--- src/rtl/pinRouterPkg.sv ---
package pinRouterPkg;

  localparam int NUM_LINES      = 16;
  localparam int FIELD_W        = 4;
  localparam int FIELDS_PER_REG = 4;
  localparam int NUM_SEL_REGS   = NUM_LINES / FIELDS_PER_REG;
  localparam int SEL_IDX_W      = $clog2(NUM_SEL_REGS);
  localparam int SEL_KEEP_W     = FIELDS_PER_REG * FIELD_W;
  localparam int DATA_W         = 32;

  // word indices inside the window (byte offset / 4)
  localparam int REMAP_WORD    = 0;
  localparam int PMODE_WORD    = 1;
  localparam int SEL_BASE_WORD = 2;
  localparam int COMP_WORD     = 8;

  typedef enum logic [2:0] {
    RD_NONE,
    RD_REMAP,
    RD_PMODE,
    RD_SEL,
    RD_COMP
  } rdSrcE;

  typedef struct packed {
    logic                 selWe;
    logic [SEL_IDX_W-1:0] selIdx;
    logic                 compWe;
    rdSrcE                rdSrc;
  } ctrlStrobesT;

endpackage

--- src/rtl/pinRouterCtrl.sv ---
module pinRouterCtrl
  import pinRouterPkg::*;
#(
  parameter int ADDR_W = 10
) (
  input  logic              busSel,
  input  logic              busWrite,
  input  logic [ADDR_W-1:0] busAddr,
  output ctrlStrobesT       strobes
);

  localparam int WORD_W = ADDR_W - 2;

  logic [WORD_W-1:0] wordIdx;
  logic              isRead;

  assign wordIdx = busAddr[ADDR_W-1:2];
  assign isRead  = busSel && !busWrite;

  always_comb begin
    strobes        = '0;
    strobes.rdSrc  = RD_NONE;
    if (busSel) begin
      if (int'(wordIdx) == REMAP_WORD) begin
        if (isRead) strobes.rdSrc = RD_REMAP;
      end else if (int'(wordIdx) == PMODE_WORD) begin
        if (isRead) strobes.rdSrc = RD_PMODE;
      end else if (int'(wordIdx) >= SEL_BASE_WORD &&
                   int'(wordIdx) <  SEL_BASE_WORD + NUM_SEL_REGS) begin
        strobes.selIdx = SEL_IDX_W'(int'(wordIdx) - SEL_BASE_WORD);
        strobes.selWe  = busWrite;
        if (isRead) strobes.rdSrc = RD_SEL;
      end else if (int'(wordIdx) == COMP_WORD) begin
        strobes.compWe = busWrite;
        if (isRead) strobes.rdSrc = RD_COMP;
      end
    end
  end

endmodule

--- src/rtl/pinRouterData.sv ---
module pinRouterData
  import pinRouterPkg::*;
#(
  parameter int NUM_PORTS = 9
) (
  input  logic                           clk,
  input  logic                           rstN,
  input  ctrlStrobesT                    strobes,
  input  logic [DATA_W-1:0]              wdata,
  input  logic [NUM_PORTS*NUM_LINES-1:0] pinLevel,
  output logic [DATA_W-1:0]              rdata,
  output logic [NUM_LINES-1:0]           lineOut
);

  logic [DATA_W-1:0]     remapReg;
  logic [DATA_W-1:0]     pmodeReg;
  logic [DATA_W-1:0]     compReg;
  logic [SEL_KEEP_W-1:0] selReg [NUM_SEL_REGS];

  // remap and peripheral-mode words have no write path
  always_ff @(posedge clk or negedge rstN) begin
    if (!rstN) begin
      remapReg <= '0;
      pmodeReg <= '0;
    end else begin
      remapReg <= remapReg;
      pmodeReg <= pmodeReg;
    end
  end

  always_ff @(posedge clk or negedge rstN) begin
    if (!rstN) compReg <= '0;
    else if (strobes.compWe) compReg <= wdata;
  end

  for (genvar r = 0; r < NUM_SEL_REGS; r++) begin : g_selReg
    always_ff @(posedge clk or negedge rstN) begin
      if (!rstN) selReg[r] <= '0;
      else if (strobes.selWe && (int'(strobes.selIdx) == r))
        selReg[r] <= wdata[SEL_KEEP_W-1:0];
    end
  end

  always_comb begin
    case (strobes.rdSrc)
      RD_REMAP: rdata = remapReg;
      RD_PMODE: rdata = pmodeReg;
      RD_SEL:   rdata = DATA_W'(selReg[strobes.selIdx]);
      RD_COMP:  rdata = compReg;
      default:  rdata = '0;
    endcase
  end

  for (genvar n = 0; n < NUM_LINES; n++) begin : g_line
    localparam int REG_IDX = n / FIELDS_PER_REG;
    localparam int FLD_LSB = (n % FIELDS_PER_REG) * FIELD_W;

    logic [FIELD_W-1:0] field;
    logic               portHit;
    logic               pickBit;
    logic               lineQ;

    assign field   = selReg[REG_IDX][FLD_LSB +: FIELD_W];
    assign portHit = int'(field) < NUM_PORTS;

    always_comb begin
      pickBit = 1'b0;
      for (int p = 0; p < NUM_PORTS; p++) begin
        if (int'(field) == p) pickBit = pinLevel[p*NUM_LINES + n];
      end
    end

    always_ff @(posedge clk or negedge rstN) begin
      if (!rstN) lineQ <= 1'b0;
      else if (portHit) lineQ <= pickBit;
    end

    assign lineOut[n] = lineQ;
  end

endmodule

--- src/rtl/pin_event_router.sv ---
module pin_event_router
  import pinRouterPkg::*;
#(
  parameter int NUM_PORTS = 9,
  parameter int ADDR_W    = 10
) (
  input  logic                           clk,
  input  logic                           rstN,
  input  logic                           busSel,
  input  logic                           busWrite,
  input  logic [ADDR_W-1:0]              busAddr,
  input  logic [DATA_W-1:0]              busWdata,
  output logic [DATA_W-1:0]              busRdata,
  input  logic [NUM_PORTS*NUM_LINES-1:0] pinLevel,
  output logic [NUM_LINES-1:0]           lineOut
);

  ctrlStrobesT strobes;

  pinRouterCtrl #(.ADDR_W(ADDR_W)) u_ctrl (
    .busSel  (busSel),
    .busWrite(busWrite),
    .busAddr (busAddr),
    .strobes (strobes)
  );

  pinRouterData #(.NUM_PORTS(NUM_PORTS)) u_data (
    .clk     (clk),
    .rstN    (rstN),
    .strobes (strobes),
    .wdata   (busWdata),
    .pinLevel(pinLevel),
    .rdata   (busRdata),
    .lineOut (lineOut)
  );

endmodule

--- config.mk ---
export PLATFORM = sky130hd
export DESIGN_NAME = pin_event_router
export DESIGN_NICKNAME = d
export VERILOG_FILES = /design/src/rtl/pinRouterPkg.sv /design/src/rtl/pinRouterCtrl.sv /design/src/rtl/pinRouterData.sv /design/src/rtl/pin_event_router.sv
export SDC_FILE = /design/constraint.sdc
export NUM_CORES = 1
export LEC_CHECK = 0
export ABC_AREA = 1
export BUFFER_PORTS_ARGS = -buffer_cell sky130_fd_sc_hd__buf_2
export CAP_MARGIN = 20
export CORE_ASPECT_RATIO = 1.5
export CORE_MARGIN = 2
export CORE_UTILIZATION = 50
export CTS_BUF_LIST = sky130_fd_sc_hd__clkbuf_4 sky130_fd_sc_hd__clkbuf_8 sky130_fd_sc_hd__clkbuf_16
export CTS_CLUSTER_SIZE = 12
export DETAILED_ROUTE_END_ITERATION = 8
export PLACE_DENSITY = 0.76
export RECOVER_POWER = 25
export SLEW_MARGIN = 20
export SYNTH_ARGS = -nofsm -noshare
export SYNTH_HDL_FRONTEND = slang
export SYNTH_SLANG_ARGS = --single-unit
--- constraint.sdc ---
create_clock -name clk -period 6.6 [get_ports clk]
set_input_delay 1.98 -clock clk [delete_from_list [all_inputs] [get_ports clk]]
set_output_delay 1.98 -clock clk [all_outputs]
set_load 0.1 [all_outputs]
=== Yosys cells after proc, flatten, opt, wreduce, memory -nomap -nowiden ===
Cells that the tools add are included.

* Register bits after elaboration: 112
* Input bits: 190
* Output and inout bits: 48

* Add/subtract/negate cells: 1
* Magnitude comparators: 19
* Eq/ne operators: 135
* Mux-type cells: 161
* Bitwise logic cells: 1
* Reduce and logical (&&, ||, !) cells: 25

{| class="wikitable"
|+ Operator list
! cell !! count
|-
| == test 4 bit, second input constant || 80
|-
| two-way mux 1 bit || 146
|-
| == test 4 x 3 -> 1 bit, second input constant || 32
|-
| == test 4 x 2 -> 1 bit, second input constant || 16
|-
| zero test 4 bit || 16
|-
| less-than comparator 4 bit, second input constant || 16
|-
| one-hot mux 32 bit (2 select lines) || 1
|-
| binary-select mux 16 bit (select 2 bit) || 1
|-
| two-way mux 16 bit || 2
|-
| two-way mux 3 bit || 5
|-
| two-way mux 4 bit || 3
|-
| == test 8 x 2 -> 1 bit, second input constant || 1
|-
| == test 8 x 5 -> 1 bit, second input constant || 1
|-
| >= comparator 8 x 2 -> 1 bit, second input constant || 1
|-
| zero test 8 bit || 1
|-
| less-than comparator 8 x 3 -> 1 bit, second input constant || 1
|-
| two-way mux 7 bit || 1
|-
| logical AND 1 bit || 6
|-
| == test 2 bit, second input constant || 2
|-
| two-way mux 2 bit || 2
|-
| == test 3 x 2 -> 1 bit, second input constant || 1
|-
| == test 3 bit, second input constant || 1
|-
| >= comparator 3 bit, second input constant || 1
|-
| inverter 2 -> 3 bit || 1
|-
| other kinds (4) || 4
|}

=== Logic depth before layout (Yosys ltp) ===
* Word-level depth: 13
* Gate-level depth with buffers: 11
* Gate-level depth less buffers: 10

=== Hierarchy ===
From an unflattened synthesis, not the netlist that was laid out.

* Cell total of the unflattened synthesis: 998
* Area total of the unflattened synthesis: 6787.8 um2

{| class="wikitable"
|+ Modules (own cells, without submodules)
! module !! times used !! cells each !! area an instance (um2) !! seq. area each (um2)
|-
| pinRouterData || 1 || 962 || 6602.6 || 2802.7
|-
| pinRouterCtrl || 1 || 36 || 185.2 || 0.0
|}

=== Worst setup path after synthesis ===
No wires, ideal clock.

* Path type: input port to output port
* From: input port busAddr[3]
* To: output port busRdata[21]
* Arrival time: 4.130 ns
* Required time: 4.620 ns
* Setup slack: 0.490 ns
* Cell stages on the path: 8
* Buffers on the path: 1
* Path through: nor2_1 inv_1 nor3_1 nand3_1 inv_2 nand2_1 clkbuf_1 nor2_1

* Word-level cells in the longest chain between the ends: 8
* Elaborated cells between the ends (all ways): 14

{| class="wikitable"
|+ Ends and longest elaborated chain
! item !! line !! RTL
|-
| from (decl) || pin_event_router.sv:11 || <nowiki>input logic [ADDR_W-1:0] busAddr,</nowiki>
|-
| >= comparator 8 x 2 -> 1 bit, or another cell as far along || pinRouterCtrl.sv:28 || <nowiki>end else if (int'(wordIdx) >= SEL_BASE_WORD &&</nowiki>
|-
| logical AND 1 bit / two-way mux 4 bit (equally long branches) || pinRouterCtrl.sv:28, pinRouterCtrl.sv:33 ||
|-
| two-way mux 3 bit || pinRouterCtrl.sv:28 ||
|-
| two-way mux 3 bit || pinRouterCtrl.sv:26 || <nowiki>end else if (int'(wordIdx) == PMODE_WORD) begin</nowiki>
|-
| two-way mux 3 bit * || pinRouterCtrl.sv:24 || <nowiki>if (int'(wordIdx) == REMAP_WORD) begin</nowiki>
|-
| two-way mux 7 bit * || pinRouterCtrl.sv:23 || <nowiki>if (busSel) begin</nowiki>
|-
| == test 3 bit / == test 3 x 2 -> 1 bit (equally long branches) || pinRouterData.sv:45 || <nowiki>case (strobes.rdSrc)</nowiki>
|-
| one-hot mux 32 bit (2 select lines) * || pinRouterData.sv:45 ||
|-
| to (decl) || pin_event_router.sv:13 || <nowiki>output logic [DATA_W-1:0] busRdata,</nowiki>
|}

Mark *: on every way between the ends. The rest lies on a longest branch, timed or not.

=== Final worst setup path ===
* From: input port busAddr[3]
* To: output port busRdata[10]

* Word-level cells in the longest chain between the ends: 11
* Elaborated cells between the ends (all ways): 22

{| class="wikitable"
|+ Ends and longest elaborated chain
! item !! line !! RTL
|-
| >= comparator 8 x 2 -> 1 bit / less-than comparator 8 x 3 -> 1 bit (equally long branches) || pinRouterCtrl.sv:28, pinRouterCtrl.sv:29 ||
|-
| logical AND 1 bit || pinRouterCtrl.sv:28 ||
|-
| two-way mux 3 bit || pinRouterCtrl.sv:28 ||
|-
| two-way mux 4 bit || pinRouterCtrl.sv:26 ||
|-
| two-way mux 4 bit || pinRouterCtrl.sv:24 ||
|-
| two-way mux 7 bit * || pinRouterCtrl.sv:23 ||
|-
| inverter 2 -> 3 bit (implied by the code) || pinRouterData.sv:48 || <nowiki>RD_SEL: rdata = DATA_W'(selReg[strobes.selIdx]);</nowiki>
|-
| binary-select mux 16 bit (select 2 bit) || pinRouterData.sv:48 ||
|-
| two-way mux 16 bit (implied by the code) (2 in a row) || pinRouterData.sv:48 ||
|-
| one-hot mux 32 bit (2 select lines) * || pinRouterData.sv:45 ||
|}

Mark *: on every way between the ends. The rest lies on a longest branch, timed or not. The select of a mux whose other input is x is not followed.

==> flow_summary.yaml <==
yosys:
  ys_top_cells_by_area: "dfrtp_1, nand2_1, nor2_1"
  yosysTopAreaCell: "dfrtp_1"
  synthesis.nets: 1235
  yosys-top-cells-count: "nand2_1, dfrtp_1, nor2_1"
  ys_ff_latch: 112
  synth_edf_count: 0
  synth_cell_types: 34
  yosysMostFrequentCell: "nand2_1"
  synth_top_area_share: 0.395
  synth-main-ff-cell: "dfrtp_1"
  synthArstFlopShare: 1.00
  synthCells: 1045
  yosys_warnings: 0
  syn_area_um2: 7100
  avgSynthCellArea_um2: 6.79
  yosysSeqAreaShare: 0.395
grt:
  grt-busiest-layer: "met2"
  overflow: 0
  grt_max_degree: 73
  grt_pass1_vias: 6796
  met1_usage: 0.327
  grt_use_met2: 0.479
  antenna_found_initial: 0
  grt_util_met3: 0.0397
  gr-usage-all-layers: 0.271
  grt_pass1_wl_mm: 32.5
sta:
  finalCritPeriodShare: 0.910
  setup_viol: 0
  drv_slew: 73
  tns_ns: 0
  rsz0062_at_grt: "no"
  finClkSkew_ns: 0.00514
  worst_pin_slew_ns: 3.74
  fmax_mhz: 167
  setup_slack_ns: 0.596
  slew_headroom: -1.50
  hold_violations: 0
  post-route-min-period_ns: 6.00
  whs_ns: 0.478
worst_setup_path:
  critPathLaunchType: "input pin"
  end_kind: "output pin"
  worst-path-max-fanout: 17
  arrival_ns: 4.02
  max_stage_delay_ns: 0.38
  required_ns: 4.62
  worstSetupStartpoint: "busAddr[3]"
  cpMaxStageDelayCell: "nand2_1"
  worstPathCellList: "buf_2 -> nor2_1 -> inv_1 -> nor3_1 -> nand3_1 -> inv_2 -> nand2_1 -> inv_1 -> nand2_1 -> nand2_1 -> buf_12"
  cp_common_cell: "nand2_1"
  worst-setup-path-type: "in -> out"
  regToRegStartpoint: "u_data.g_line[12].field[1]"
routing:
  drt_first_pass_iters: 6
  routedWlPerCell_um: 14.4
  ant_nets: 0
  dr_total_vias: 7367
  viasPerCell: 5.27
  drt_iter0_markers: 481
  drcViolationCount: 0
  wl_mm: 20.1
finish:
  design_area_um2: 8720
  antenna_cells: 0
  drive_gt1_frac: 0.237
  fillCellCount: 1323
  final_nets: 1419
  area_growth_pct: 22.8
run_status:
  status: "finished with violations"
  violations: "capacitance limit, slew limit"
clock_tree:
  ctsHtreeMaxLevel: 3
  tritoncts: "done"
  cts_resized: 0
  clock_latency_ns: 0.35
  ctsHoldBuffers: 0
  cts.sink_count: 112
  cts.path.max_buffers: 2
  postCtsSetupRepairBufs: 0
  cts_buffers: 9
  root_buffer: "clkbuf_16"
  cts.reportedPaths.clkPinSlew_ns: 0.08
pwr:
  p_per_area_nw_per_um2: 194
  vdd_drop_max_v: 0.000116
  power_leakage_nw: 4.78
  finalPower_mw: 1.69
floorplan:
  die_h_um: 150
  core_um2: 13900
  die-width_um: 101
  die_area_um2: 15200
  initial_core_util: 0.510
  top_level_ports: 238
  fp-row-count: 53
worst_hold_path:
  hold_class: "reg -> reg"
  worstHoldStart: "u_data.compReg[10]"
run:
  drv_cap: 1
placement:
  io_buffers: 235
  detailed_place_hpwl_mm: 14.8
  pre_cts_ws_ns: 0.586
  dpl-instance-area_um2: 8400
  place_congestion: 0.922
-- registers in the layout, indices dropped and copies added, names as in the netlist --
name	cells
u_data.compReg	32
u_data.g_line.lineQ	16
u_data.g_line.field	64
-- through the flow --
step / std cells / util
floorplan: 1045 / -
detailed placement: 1383 / 0.603
CTS: 1399 / 0.627
finish: 1399 / 0.626
global route: 1399 / 0.626
global placement: 1383 / 0.603
-- layout make-up --
| cell class | count | area, um2 | share of cell area |
|---|---|---|---|
| Clock inverter | 7 | 101 | 0.0116 |
| Tap cell | 165 | 206 | 0.0237 |
| Inverter | 92 | 350 | 0.0402 |
| Timing Repair Buffer | 242 | 1470 | 0.168 |
| Multi-Input combinational cell | 772 | 3570 | 0.409 |
| Clock buffer | 9 | 225 | 0.0258 |
| Sequential cell | 112 | 2800 | 0.321 |
-- placed cells by master, fill, tap and decap left out, types with 2 or more instances in the layout --
cell type  netlist  routed
buf_4           20       7
inv_6            0       2
o21ai_0         58      58
clkbuf_1        35       2
buf_12           0      16
nand2_2          6       7
clkbuf_16        0       9
or2_2            2       2
nor2_4           3       3
a31oi_1          3       3
o21ai_2          7       7
nor3_4           2       2
dfrtp_1        112     112
nor3_1           7       7
nand3b_1        15      15
inv_2            5       5
bufinv_16        0       2
buf_2            7     217
o211ai_1        11      11
a21oi_1         27      27
o31ai_1          8       8
inv_1           86      86
nand4_1         36      36
nand2_1        376     375
nor3_2           3       3
nand3_1         70      70
nand2_4          2       2
o21ai_1         21      21
nor4_1           8       8
nor2_1         102     102
-- worst paths after layout --
| check | to | slack, ns | cells after the start |
|---|---|---|---|
| worst max-delay path | busRdata[10] | 0.60 | 11 |
| worst min-delay path | u_data.compReg[10] | 0.48 | 2 |
| worst max register to register | u_data.g_line[12].lineQ | 5.30 | 5 |
| worst min register to register | u_data.compReg[10] | 0.48 | 2 |
| max in group asynchronous | u_data.compReg[29] | 1.60 | 1 |
| min in group asynchronous | u_data.g_line[8].field[0] | 2.90 | 1 |
-- critical path: cells and delay by family --
kind,cells,cell delay [ns]
buffers and inverters,5,0.92
and+or+nand+nor,6,1.12
-- cell families after synthesis --
family / after synthesis / synth area share
buf+inv: 161 / 0.103
compound gates: 136 / 0.107
simple gates: 636 / 0.395
flops: 112 / 0.395
-- where the power goes --
group,total (mW),internal (mW),switching (mW)
Clock,0.604,0.338,0.266
Sequential,0.758,0.720,0.0374
Combinational,0.332,0.105,0.226
-- layer usage --
metal / vias up / share of wire / routed length (um)
met5: - / 0 / 0
met4: 0 / 0.030 / 595
met3: 45 / 0.068 / 1370
met2: 289 / 0.52 / 10400
met1: 3318 / 0.38 / 7730
li1: 3715 / - / -
(Power assumes the default switching activity.)
